$ cat src/rtl/i2cdac_pkg.sv
package i2cdac_pkg;

  localparam int BYTE_W = 8;
  localparam int DAC_W  = 2 * BYTE_W;
  localparam int PWR_W  = 3;
  localparam int BIT_CW = $clog2(BYTE_W + 1);

  typedef enum logic [2:0] {ST_IDLE, ST_RX, ST_ACK, ST_TX, ST_MACK} eng_st_e;
  typedef enum logic [1:0] {FR_ADDR, FR_CTRL, FR_MSB, FR_LSB} frame_e;
  typedef enum logic [2:0] {AK_NONE, AK_WRITE, AK_READ, AK_BCAST, AK_HS} addr_kind_e;
  typedef enum logic [2:0] {CA_NONE, CA_LOAD_UPD, CA_LOAD_TMP, CA_UPD, CA_POWER} ctrl_act_e;

  // Sort an address byte into the kind of frame it opens.
  function automatic addr_kind_e classify_addr(input logic [7:0] b,
                                               input logic [6:0] dev,
                                               input logic [6:0] bcast,
                                               input logic [4:0] hs_prefix);
    if (b[7:3] == hs_prefix) return AK_HS;
    if (b[7:1] == dev)       return b[0] ? AK_READ : AK_WRITE;
    if (b[7:1] == bcast && !b[0]) return AK_BCAST;
    return AK_NONE;
  endfunction

  // Bit 0 selects a power command; otherwise bits 5:4 pick the data action.
  function automatic ctrl_act_e decode_ctrl(input logic [7:0] c);
    if (c[0]) return CA_POWER;
    case (c[5:4])
      2'b01:   return CA_LOAD_UPD;
      2'b00:   return CA_LOAD_TMP;
      2'b11:   return CA_UPD;
      default: return CA_NONE;
    endcase
  endfunction

  // Readback order: upper byte, lower byte, control byte.
  function automatic logic [7:0] pick_rd_byte(input logic [1:0] idx,
                                              input logic [DAC_W-1:0] code,
                                              input logic [7:0] ctl);
    case (idx)
      2'd0:    return code[DAC_W-1:BYTE_W];
      2'd1:    return code[BYTE_W-1:0];
      default: return ctl;
    endcase
  endfunction

endpackage

$ cat src/rtl/i2cdac_line_sync.sv
module i2cdac_line_sync #(
  parameter int STAGES = 2
) (
  input  logic clk,
  input  logic rst_n,
  input  logic scl_i,
  input  logic sda_i,
  output logic scl_s_o,
  output logic sda_s_o,
  output logic scl_rise_o,
  output logic scl_fall_o,
  output logic start_o,
  output logic stop_o
);

  logic [STAGES-1:0] scl_ch, sda_ch;
  logic scl_p, sda_p;

  always_ff @(posedge clk or negedge rst_n) begin
    if (!rst_n) begin
      scl_ch <= '1;
      sda_ch <= '1;
      scl_p  <= 1'b1;
      sda_p  <= 1'b1;
    end else begin
      scl_ch <= {scl_ch[STAGES-2:0], scl_i};
      sda_ch <= {sda_ch[STAGES-2:0], sda_i};
      scl_p  <= scl_ch[STAGES-1];
      sda_p  <= sda_ch[STAGES-1];
    end
  end

  assign scl_s_o    = scl_ch[STAGES-1];
  assign sda_s_o    = sda_ch[STAGES-1];
  assign scl_rise_o = scl_s_o & ~scl_p;
  assign scl_fall_o = ~scl_s_o & scl_p;
  assign start_o    = scl_s_o & scl_p & sda_p & ~sda_s_o;
  assign stop_o     = scl_s_o & scl_p & ~sda_p & sda_s_o;

endmodule

$ cat src/rtl/i2cdac_byte_engine.sv
module i2cdac_byte_engine
  import i2cdac_pkg::*;
#(
  parameter logic [6:0] DEV_ADDR   = 7'h4C,
  parameter logic [6:0] BCAST_ADDR = 7'h48,
  parameter logic [4:0] HS_PREFIX  = 5'b00001
) (
  input  logic             clk,
  input  logic             rst_n,
  input  logic             scl_s_i,
  input  logic             sda_s_i,
  input  logic             scl_rise_i,
  input  logic             scl_fall_i,
  input  logic             start_i,
  input  logic             stop_i,
  input  logic [DAC_W-1:0] rd_code_i,
  input  logic [7:0]       rd_ctrl_i,
  output logic             pull_o,
  output logic             hs_o,
  output logic             commit_o,
  output logic [7:0]       ctrl_o,
  output logic [7:0]       msb_o,
  output logic [7:0]       lsb_o
);

  eng_st_e           state_q;
  frame_e            frame_q;
  logic [BIT_CW-1:0] bitcnt_q;
  logic [7:0]        shreg_q, txbyte_q;
  logic              ack_q, rd_q;
  logic [1:0]        rdptr_q;

  // Named events for the checks below.
  addr_kind_e kind_w;
  logic       byte_done_w;
  logic [7:0] next_tx_w;
  logic       addr_ok_w;

  assign kind_w      = classify_addr(shreg_q, DEV_ADDR, BCAST_ADDR, HS_PREFIX);
  assign byte_done_w = (state_q == ST_RX) && scl_fall_i && (bitcnt_q == BIT_CW'(BYTE_W));
  assign next_tx_w   = pick_rd_byte(rdptr_q, rd_code_i, rd_ctrl_i);
  assign addr_ok_w   = (kind_w == AK_WRITE) || (kind_w == AK_READ) || (kind_w == AK_BCAST);

  always_ff @(posedge clk or negedge rst_n) begin
    if (!rst_n) begin
      state_q  <= ST_IDLE;
      frame_q  <= FR_ADDR;
      bitcnt_q <= '0;
      shreg_q  <= '0;
      txbyte_q <= '0;
      ack_q    <= 1'b0;
      rd_q     <= 1'b0;
      rdptr_q  <= '0;
      pull_o   <= 1'b0;
      hs_o     <= 1'b0;
      commit_o <= 1'b0;
      ctrl_o   <= '0;
      msb_o    <= '0;
      lsb_o    <= '0;
    end else begin
      commit_o <= 1'b0;
      if (stop_i) begin
        state_q <= ST_IDLE;
        pull_o  <= 1'b0;
        hs_o    <= 1'b0;
      end else if (start_i) begin
        state_q  <= ST_RX;
        frame_q  <= FR_ADDR;
        bitcnt_q <= '0;
        rdptr_q  <= '0;
        pull_o   <= 1'b0;
      end else begin
        case (state_q)
          ST_RX: begin
            if (scl_rise_i && bitcnt_q < BIT_CW'(BYTE_W)) begin
              shreg_q  <= {shreg_q[6:0], sda_s_i};
              bitcnt_q <= bitcnt_q + 1'b1;
            end else if (byte_done_w) begin
              if (frame_q == FR_ADDR) begin
                ack_q  <= addr_ok_w;
                pull_o <= addr_ok_w;
                rd_q   <= (kind_w == AK_READ);
                if (kind_w == AK_HS) hs_o <= 1'b1;
              end else begin
                ack_q  <= 1'b1;
                pull_o <= 1'b1;
              end
              state_q <= ST_ACK;
            end
          end
          ST_ACK: begin
            if (scl_fall_i) begin
              pull_o   <= 1'b0;
              bitcnt_q <= '0;
              if (!ack_q) begin
                state_q <= ST_IDLE;
              end else begin
                case (frame_q)
                  FR_ADDR: begin
                    if (rd_q) begin
                      txbyte_q <= next_tx_w;
                      pull_o   <= ~next_tx_w[7];
                      rdptr_q  <= 2'd1;
                      state_q  <= ST_TX;
                    end else begin
                      frame_q <= FR_CTRL;
                      state_q <= ST_RX;
                    end
                  end
                  FR_CTRL: begin
                    ctrl_o  <= shreg_q;
                    frame_q <= FR_MSB;
                    state_q <= ST_RX;
                  end
                  FR_MSB: begin
                    msb_o   <= shreg_q;
                    frame_q <= FR_LSB;
                    state_q <= ST_RX;
                  end
                  default: begin
                    lsb_o    <= shreg_q;
                    commit_o <= 1'b1;
                    frame_q  <= FR_MSB;
                    state_q  <= ST_RX;
                  end
                endcase
              end
            end
          end
          ST_TX: begin
            if (scl_fall_i) begin
              if (bitcnt_q == BIT_CW'(BYTE_W - 1)) begin
                pull_o  <= 1'b0;
                state_q <= ST_MACK;
              end else begin
                txbyte_q <= {txbyte_q[6:0], 1'b0};
                pull_o   <= ~txbyte_q[6];
                bitcnt_q <= bitcnt_q + 1'b1;
              end
            end
          end
          ST_MACK: begin
            if (scl_rise_i) begin
              ack_q <= ~sda_s_i;
            end else if (scl_fall_i) begin
              bitcnt_q <= '0;
              if (ack_q) begin
                txbyte_q <= next_tx_w;
                pull_o   <= ~next_tx_w[7];
                rdptr_q  <= (rdptr_q == 2'd2) ? 2'd0 : rdptr_q + 2'd1;
                state_q  <= ST_TX;
              end else begin
                state_q <= ST_IDLE;
              end
            end
          end
          default: ;
        endcase
      end
    end
  end

  AST_PULL_AFTER_FALL: assert property (@(posedge clk) disable iff (!rst_n)
    $rose(pull_o) |-> !$past(scl_s_i));
  AST_IDLE_RELEASED: assert property (@(posedge clk) disable iff (!rst_n)
    (state_q == ST_IDLE) |-> !pull_o);
  AST_HS_NACK: assert property (@(posedge clk) disable iff (!rst_n)
    (byte_done_w && frame_q == FR_ADDR && kind_w == AK_HS) |=> (!pull_o && hs_o));
  AST_ADDR_ACK: assert property (@(posedge clk) disable iff (!rst_n)
    (byte_done_w && frame_q == FR_ADDR && addr_ok_w) |=> pull_o);
  AST_COMMIT_AT_FALL: assert property (@(posedge clk) disable iff (!rst_n)
    commit_o |-> $past(scl_fall_i));

endmodule

$ cat src/rtl/i2cdac_reg_bank.sv
module i2cdac_reg_bank
  import i2cdac_pkg::*;
(
  input  logic             clk,
  input  logic             rst_n,
  input  logic             commit_i,
  input  logic [7:0]       ctrl_i,
  input  logic [7:0]       msb_i,
  input  logic [7:0]       lsb_i,
  output logic [DAC_W-1:0] temp_o,
  output logic [DAC_W-1:0] dac_o,
  output logic [PWR_W-1:0] pwr_o,
  output logic [7:0]       ctrl_o,
  output logic             update_o
);

  ctrl_act_e act_w;
  assign act_w = decode_ctrl(ctrl_i);

  always_ff @(posedge clk or negedge rst_n) begin
    if (!rst_n) begin
      temp_o   <= '0;
      dac_o    <= '0;
      pwr_o    <= '0;
      ctrl_o   <= '0;
      update_o <= 1'b0;
    end else begin
      update_o <= 1'b0;
      if (commit_i) begin
        ctrl_o <= ctrl_i;
        case (act_w)
          CA_POWER: pwr_o <= msb_i[7:8-PWR_W];
          CA_LOAD_UPD: begin
            temp_o   <= {msb_i, lsb_i};
            dac_o    <= {msb_i, lsb_i};
            update_o <= 1'b1;
          end
          CA_LOAD_TMP: temp_o <= {msb_i, lsb_i};
          CA_UPD: begin
            dac_o    <= temp_o;
            update_o <= 1'b1;
          end
          default: ;
        endcase
      end
    end
  end

  AST_DAC_HELD: assert property (@(posedge clk) disable iff (!rst_n)
    !commit_i |=> $stable(dac_o));
  AST_TEMP_HELD: assert property (@(posedge clk) disable iff (!rst_n)
    !commit_i |=> $stable(temp_o));
  AST_PWR_HELD: assert property (@(posedge clk) disable iff (!rst_n)
    !commit_i |=> $stable(pwr_o));
  AST_UPDATE_FROM_COMMIT: assert property (@(posedge clk) disable iff (!rst_n)
    update_o |-> $past(commit_i));

endmodule

$ cat src/rtl/i2c_dac_target.sv
module i2c_dac_target
  import i2cdac_pkg::*;
#(
  parameter int         SYNC_STAGES = 2,
  parameter logic [6:0] DEV_ADDR    = 7'h4C,
  parameter logic [6:0] BCAST_ADDR  = 7'h48,
  parameter logic [4:0] HS_PREFIX   = 5'b00001
) (
  input  logic             clk,
  input  logic             rst_n,
  input  logic             scl_i,
  input  logic             sda_i,
  output logic             sda_pull_o,
  output logic [DAC_W-1:0] temp_code_o,
  output logic [DAC_W-1:0] dac_code_o,
  output logic [PWR_W-1:0] power_mode_o,
  output logic             powered_down_o,
  output logic             hs_mode_o,
  output logic             update_o
);

  logic scl_s, sda_s, scl_rise, scl_fall, start_det, stop_det;
  logic commit;
  logic [7:0] ctrl_b, msb_b, lsb_b, last_ctrl;

  i2cdac_line_sync #(.STAGES(SYNC_STAGES)) u_sync (
    .clk(clk), .rst_n(rst_n), .scl_i(scl_i), .sda_i(sda_i),
    .scl_s_o(scl_s), .sda_s_o(sda_s), .scl_rise_o(scl_rise), .scl_fall_o(scl_fall),
    .start_o(start_det), .stop_o(stop_det)
  );

  i2cdac_byte_engine #(.DEV_ADDR(DEV_ADDR), .BCAST_ADDR(BCAST_ADDR), .HS_PREFIX(HS_PREFIX)) u_eng (
    .clk(clk), .rst_n(rst_n), .scl_s_i(scl_s), .sda_s_i(sda_s),
    .scl_rise_i(scl_rise), .scl_fall_i(scl_fall), .start_i(start_det), .stop_i(stop_det),
    .rd_code_i(temp_code_o), .rd_ctrl_i(last_ctrl),
    .pull_o(sda_pull_o), .hs_o(hs_mode_o), .commit_o(commit),
    .ctrl_o(ctrl_b), .msb_o(msb_b), .lsb_o(lsb_b)
  );

  i2cdac_reg_bank u_regs (
    .clk(clk), .rst_n(rst_n), .commit_i(commit),
    .ctrl_i(ctrl_b), .msb_i(msb_b), .lsb_i(lsb_b),
    .temp_o(temp_code_o), .dac_o(dac_code_o), .pwr_o(power_mode_o),
    .ctrl_o(last_ctrl), .update_o(update_o)
  );

  assign powered_down_o = |power_mode_o;

endmodule

$ cat config.mk
export PLATFORM = sky130hd
export DESIGN_NAME = i2c_dac_target
export DESIGN_NICKNAME = d
export VERILOG_FILES = /design/src/rtl/i2cdac_pkg.sv /design/src/rtl/i2cdac_line_sync.sv /design/src/rtl/i2cdac_byte_engine.sv /design/src/rtl/i2cdac_reg_bank.sv /design/src/rtl/i2c_dac_target.sv
export SDC_FILE = /design/constraint.sdc
export NUM_CORES = 1
export LEC_CHECK = 0
export ABC_AREA = 1
export BUFFER_PORTS_ARGS = -buffer_cell sky130_fd_sc_hd__buf_4
export CAP_MARGIN = 20
export CORE_ASPECT_RATIO = 2
export CORE_MARGIN = 1.5
export CORE_UTILIZATION = 43
export DETAILED_ROUTE_END_ITERATION = 8
export PLACE_DENSITY = 0.62
export SYNTH_ARGS = -nofsm -noshare
export SYNTH_HDL_FRONTEND = slang
export SYNTH_SLANG_ARGS = --single-unit
$ cat constraint.sdc
create_clock -name clk -period 1.45 [get_ports clk]
set_input_delay 0.0725 -clock clk [delete_from_list [all_inputs] [get_ports clk]]
set_output_delay 0.0725 -clock clk [all_outputs]
set_load 0.005 [all_outputs]
==> summary.txt <==
Synth
  • Top cells by count, synth: nand2_1, dfrtp_1, o21ai_0, inv_1, nor2_1
  • Synth top area cells: dfrtp_1, nand2_1, o21ai_0
  • Yosys cell types: 37
  • Synth warn: 0
  • Synth Net Count: 584
  • Post-synth top area share: between 50% and 60%
  • Asr flop ratio synth: between 90% and 100%
  • Synth Area in Adders: 0.513%
  • Most used DFF post-synth: dfrtp_1
  • Register area share after synthesis: around 54%
  • Number of synthesized register bits: approximately 110
  • Largest family of logic cells by synthesized area: simple AND/OR/NAND/NOR gates
  • Top-count cell post-synth: nand2_1
  • Cell taking the most area after synthesis: dfrtp_1
  • Mux contribution to synthesized area: 0%
  • Mapped Cells: 578
  • Simple-Gate Fraction of Synth Area: around a quarter
  • Post-synthesis cell area: about 4900 sq um
  • Post-synthesis xor/xnor area fraction: less than 1%
  • EDFF count, synth: 0
  • Synthesized area per cell: 8.43 sq um
  • Complex-gate fraction of the synthesized area: approximately 15%

Power
  • Pwr Density: 1160 nW/um^2
  • Power consumption: between 8 and 9 mW
  • Leakage power: ~3.5 nW
  • VDD IR-drop max: a little over 0.9 mV

Drt
  • DRT Pass-1 Iters: 5
  • Drt wl/cell: about 18 um
  • Final wirelength: between 15000 and 20000 um
  • Vias per std cell: between 5 and 6
  • Vias after detailed routing: 4601
  • DRT iter0 DRCs: around 320
  • Remaining DRCs: 0
  • Post-route ant nets: 0

Flow run
  • MaxCap Viol Count: 0

Finish
  • Ant diodes: 0
  • Nets@finish: 720
  • Final non-filler cell total: about 860
  • Area delta synth->final: 46.8%
  • Layout cells sized above 1: around two fifths

Place
  • Placed cell count: ~810
  • Dpl hpwl: ~10000 um
  • Port Buf Inserts: 42
  • Setup WS pre-CTS: -0.252 ns
  • Routability congestion estimate: a little over 0.9

Timing
  • Unrepaired setup endpoints after global routing: true
  • Final period util: 119%
  • Final Hold Vio Count: 0
  • Slew Viols, Final: 0
  • Final setup vio count: 55
  • Fin crit period: 1.72 ns
  • Worst Setup Slack, final: -0.272 ns
  • Worst slew pin tran: just under 0.5 ns
  • TNS Setup: -9.18 ns
  • Max-slew headroom: around two thirds
  • Fmax: 581 MHz
  • Setup Skew: between 0.01 and 0.015 ns

Die
  • Std cell rows: 54
  • Die W: 78.3 um
  • Die footprint: 12000 sq um
  • Initial cell density of the core: between 40 and 50%
  • Die Y: roughly 150 um
  • Ports: 43
  • Core Region: roughly 11000 sq um

Worst setup path
  • WP data arrival: between 1.5 and 2 ns
  • R2r setup slk: -0.27 ns
  • Critical path class: flip-flop to flip-flop
  • CP endpoint kind: flip-flop
  • Worst reg2reg startpoint: u_sync.scl_ch[1]
  • Max FO, Critical Path: 8
  • CP Launch Type: flip-flop
  • FF-to-FF End: u_eng.ctrl_o[0]
  • CP Data Required Time: 1.72 ns
  • R2r worst-path depth: 9

GRT
  • First-pass GRT wire length: roughly 24000 um
  • GRT Resource Usage Total: 26.5%
  • Initial antenna violation count: 0
  • Vias in the first global route: about 4700
  • Global route overflow: 0
  • Pin count of the biggest net entering global routing: just over 40

CTS
  • Clock Pin Slew Worst Setup and Hold Paths: about 0.08 ns
  • H-tree levels: 3
  • CTS tree: built
  • CTS buffer count: 9
  • Skew-Pair Late Insertion Delay: 0.35 ns
  • Clk buf depth: 2
  • CTS Sinks: 105
  • Root Driver: clkbuf_16

Outcome
  • Failing checks: setup timing
  • Status: finished, violations left

Worst hold path
  • Hold Crit Class: input port to asynchronous set/reset pin
-- logic make-up after synthesis --
family / count (synthesis)
AO/OA/AOI/OAI: 127
XOR/XNOR: 1
AND/OR/NAND/NOR: 268
adder cells (fa/ha/maj): 2
flip-flops: 105
buffers and inverters: 75
-- where the power goes --
part	internal (mW)	total (mW)	switching, mW
Combinational	0.958	2.23	1.28
Clock	1.71	2.86	1.15
Sequential	3.05	3.20	0.150
-- layout by cell type, fill, tap and decap left out, types with 2 or more instances in the layout --
cell type	instances
nand3_1	13
o211ai_1	16
nand2_2	20
nand4_4	6
nand4_1	3
clkbuf_16	10
nand2_1	146
buf_12	7
o21ai_2	20
o21ai_0	47
buf_4	109
inv_6	2
a21oi_1	3
nor3_1	3
a21oi_4	3
nor4_4	2
nand3_4	4
nand2_4	18
inv_1	47
nor3_2	2
bufinv_16	3
dlygate4sd3_1	3
nor3_4	4
dfstp_2	6
o22ai_1	7
buf_6	16
inv_2	8
nor2_4	9
nor2_1	26
dfrtp_1	97
nor2_2	3
dfrtp_2	2
nand2_8	2
inv_4	2
nand3_2	4
inv_8	2
o21ai_1	25
nand3b_1	3
-- layout make-up --
type                       instances  area, sq um
fill                             890         3790
sequential                       105         2640
multi-input combinational        401         2520
timing repair buffer             138         1240
inverter                          59          234
clock buffer                       9          225
tap                              140          175
clock inverter                     7          124
-- what timing repair did --
action                                  CTS  global route
pin swaps                                30            20
cloned                                    5             1
resized for setup                       120            41
hold buffers                              3             0
hold endpoints to repair                 24             0
buffers inserted                         18            10
endpoints found under the setup margin   55            55
-- worst max path at each step --
stage / startpoint / endpoint
after floorplan: u_sync.scl_p / u_eng.txbyte_q[4]
after global placement: u_sync.scl_ch[1] / u_eng.bitcnt_q[3]
after detailed placement: u_sync.scl_ch[1] / u_eng.bitcnt_q[1]
after CTS: u_sync.scl_ch[1] / u_eng.state_q[1]
after global routing: u_sync.sda_ch[1] / u_eng.ctrl_o[0]
final: u_sync.scl_ch[1] / u_eng.ctrl_o[0]
-- through the flow --
step | instance area, sq um | hold WS [ns] | utilization, %
global placement | 5840 | 0.0634 | 53.3
floorplan | 4920 | -0.223 | -
finish | 7160 | 0.211 | 65.4
detailed placement | 5840 | 0.0709 | 53.3
global route | 7160 | 0.243 | 65.4
CTS | 6890 | 0.234 | 63.0
-- routing by layer --
metal / part of all wire, % / global-route usage [%]
met1: 33 / 26.4
met2: 56 / 48.1
met3: 3.3 / 4.04
met4: 8.1 / 19.4
met5: 0 / 0
-- sequential cells by signal (all words and copies together) (netlist names), 2 cells and up --
| signal | flops |
|---|---|
| u_regs.dac_o | 16 |
| u_regs.temp_o | 16 |
| u_eng.ctrl_o | 8 |
| u_eng.lsb_o | 8 |
| u_eng.msb_o | 8 |
| u_eng.shreg_q | 8 |
| u_regs.ctrl_o | 8 |
| u_eng.txbyte_q | 7 |
| u_eng.bitcnt_q | 4 |
| u_eng.state_q | 3 |
| u_regs.pwr_o | 3 |
| u_eng.frame_q | 2 |
| u_eng.rdptr_q | 2 |
| u_sync.scl_ch | 2 |
| u_sync.sda_ch | 2 |
-- worst max-delay path, cell delays in order (launching register included) --
cell and delay [ns]:
dfstp_2 0.59, buf_12 0.12, nand2_8 0.06, nor2_4 0.21, nor2_4 0.09, buf_4 0.14, buf_6 0.12, nand4_4 0.12
nand2_1 0.08, o21ai_1 0.09
Note: power is estimated with default switching activity, not from simulation.
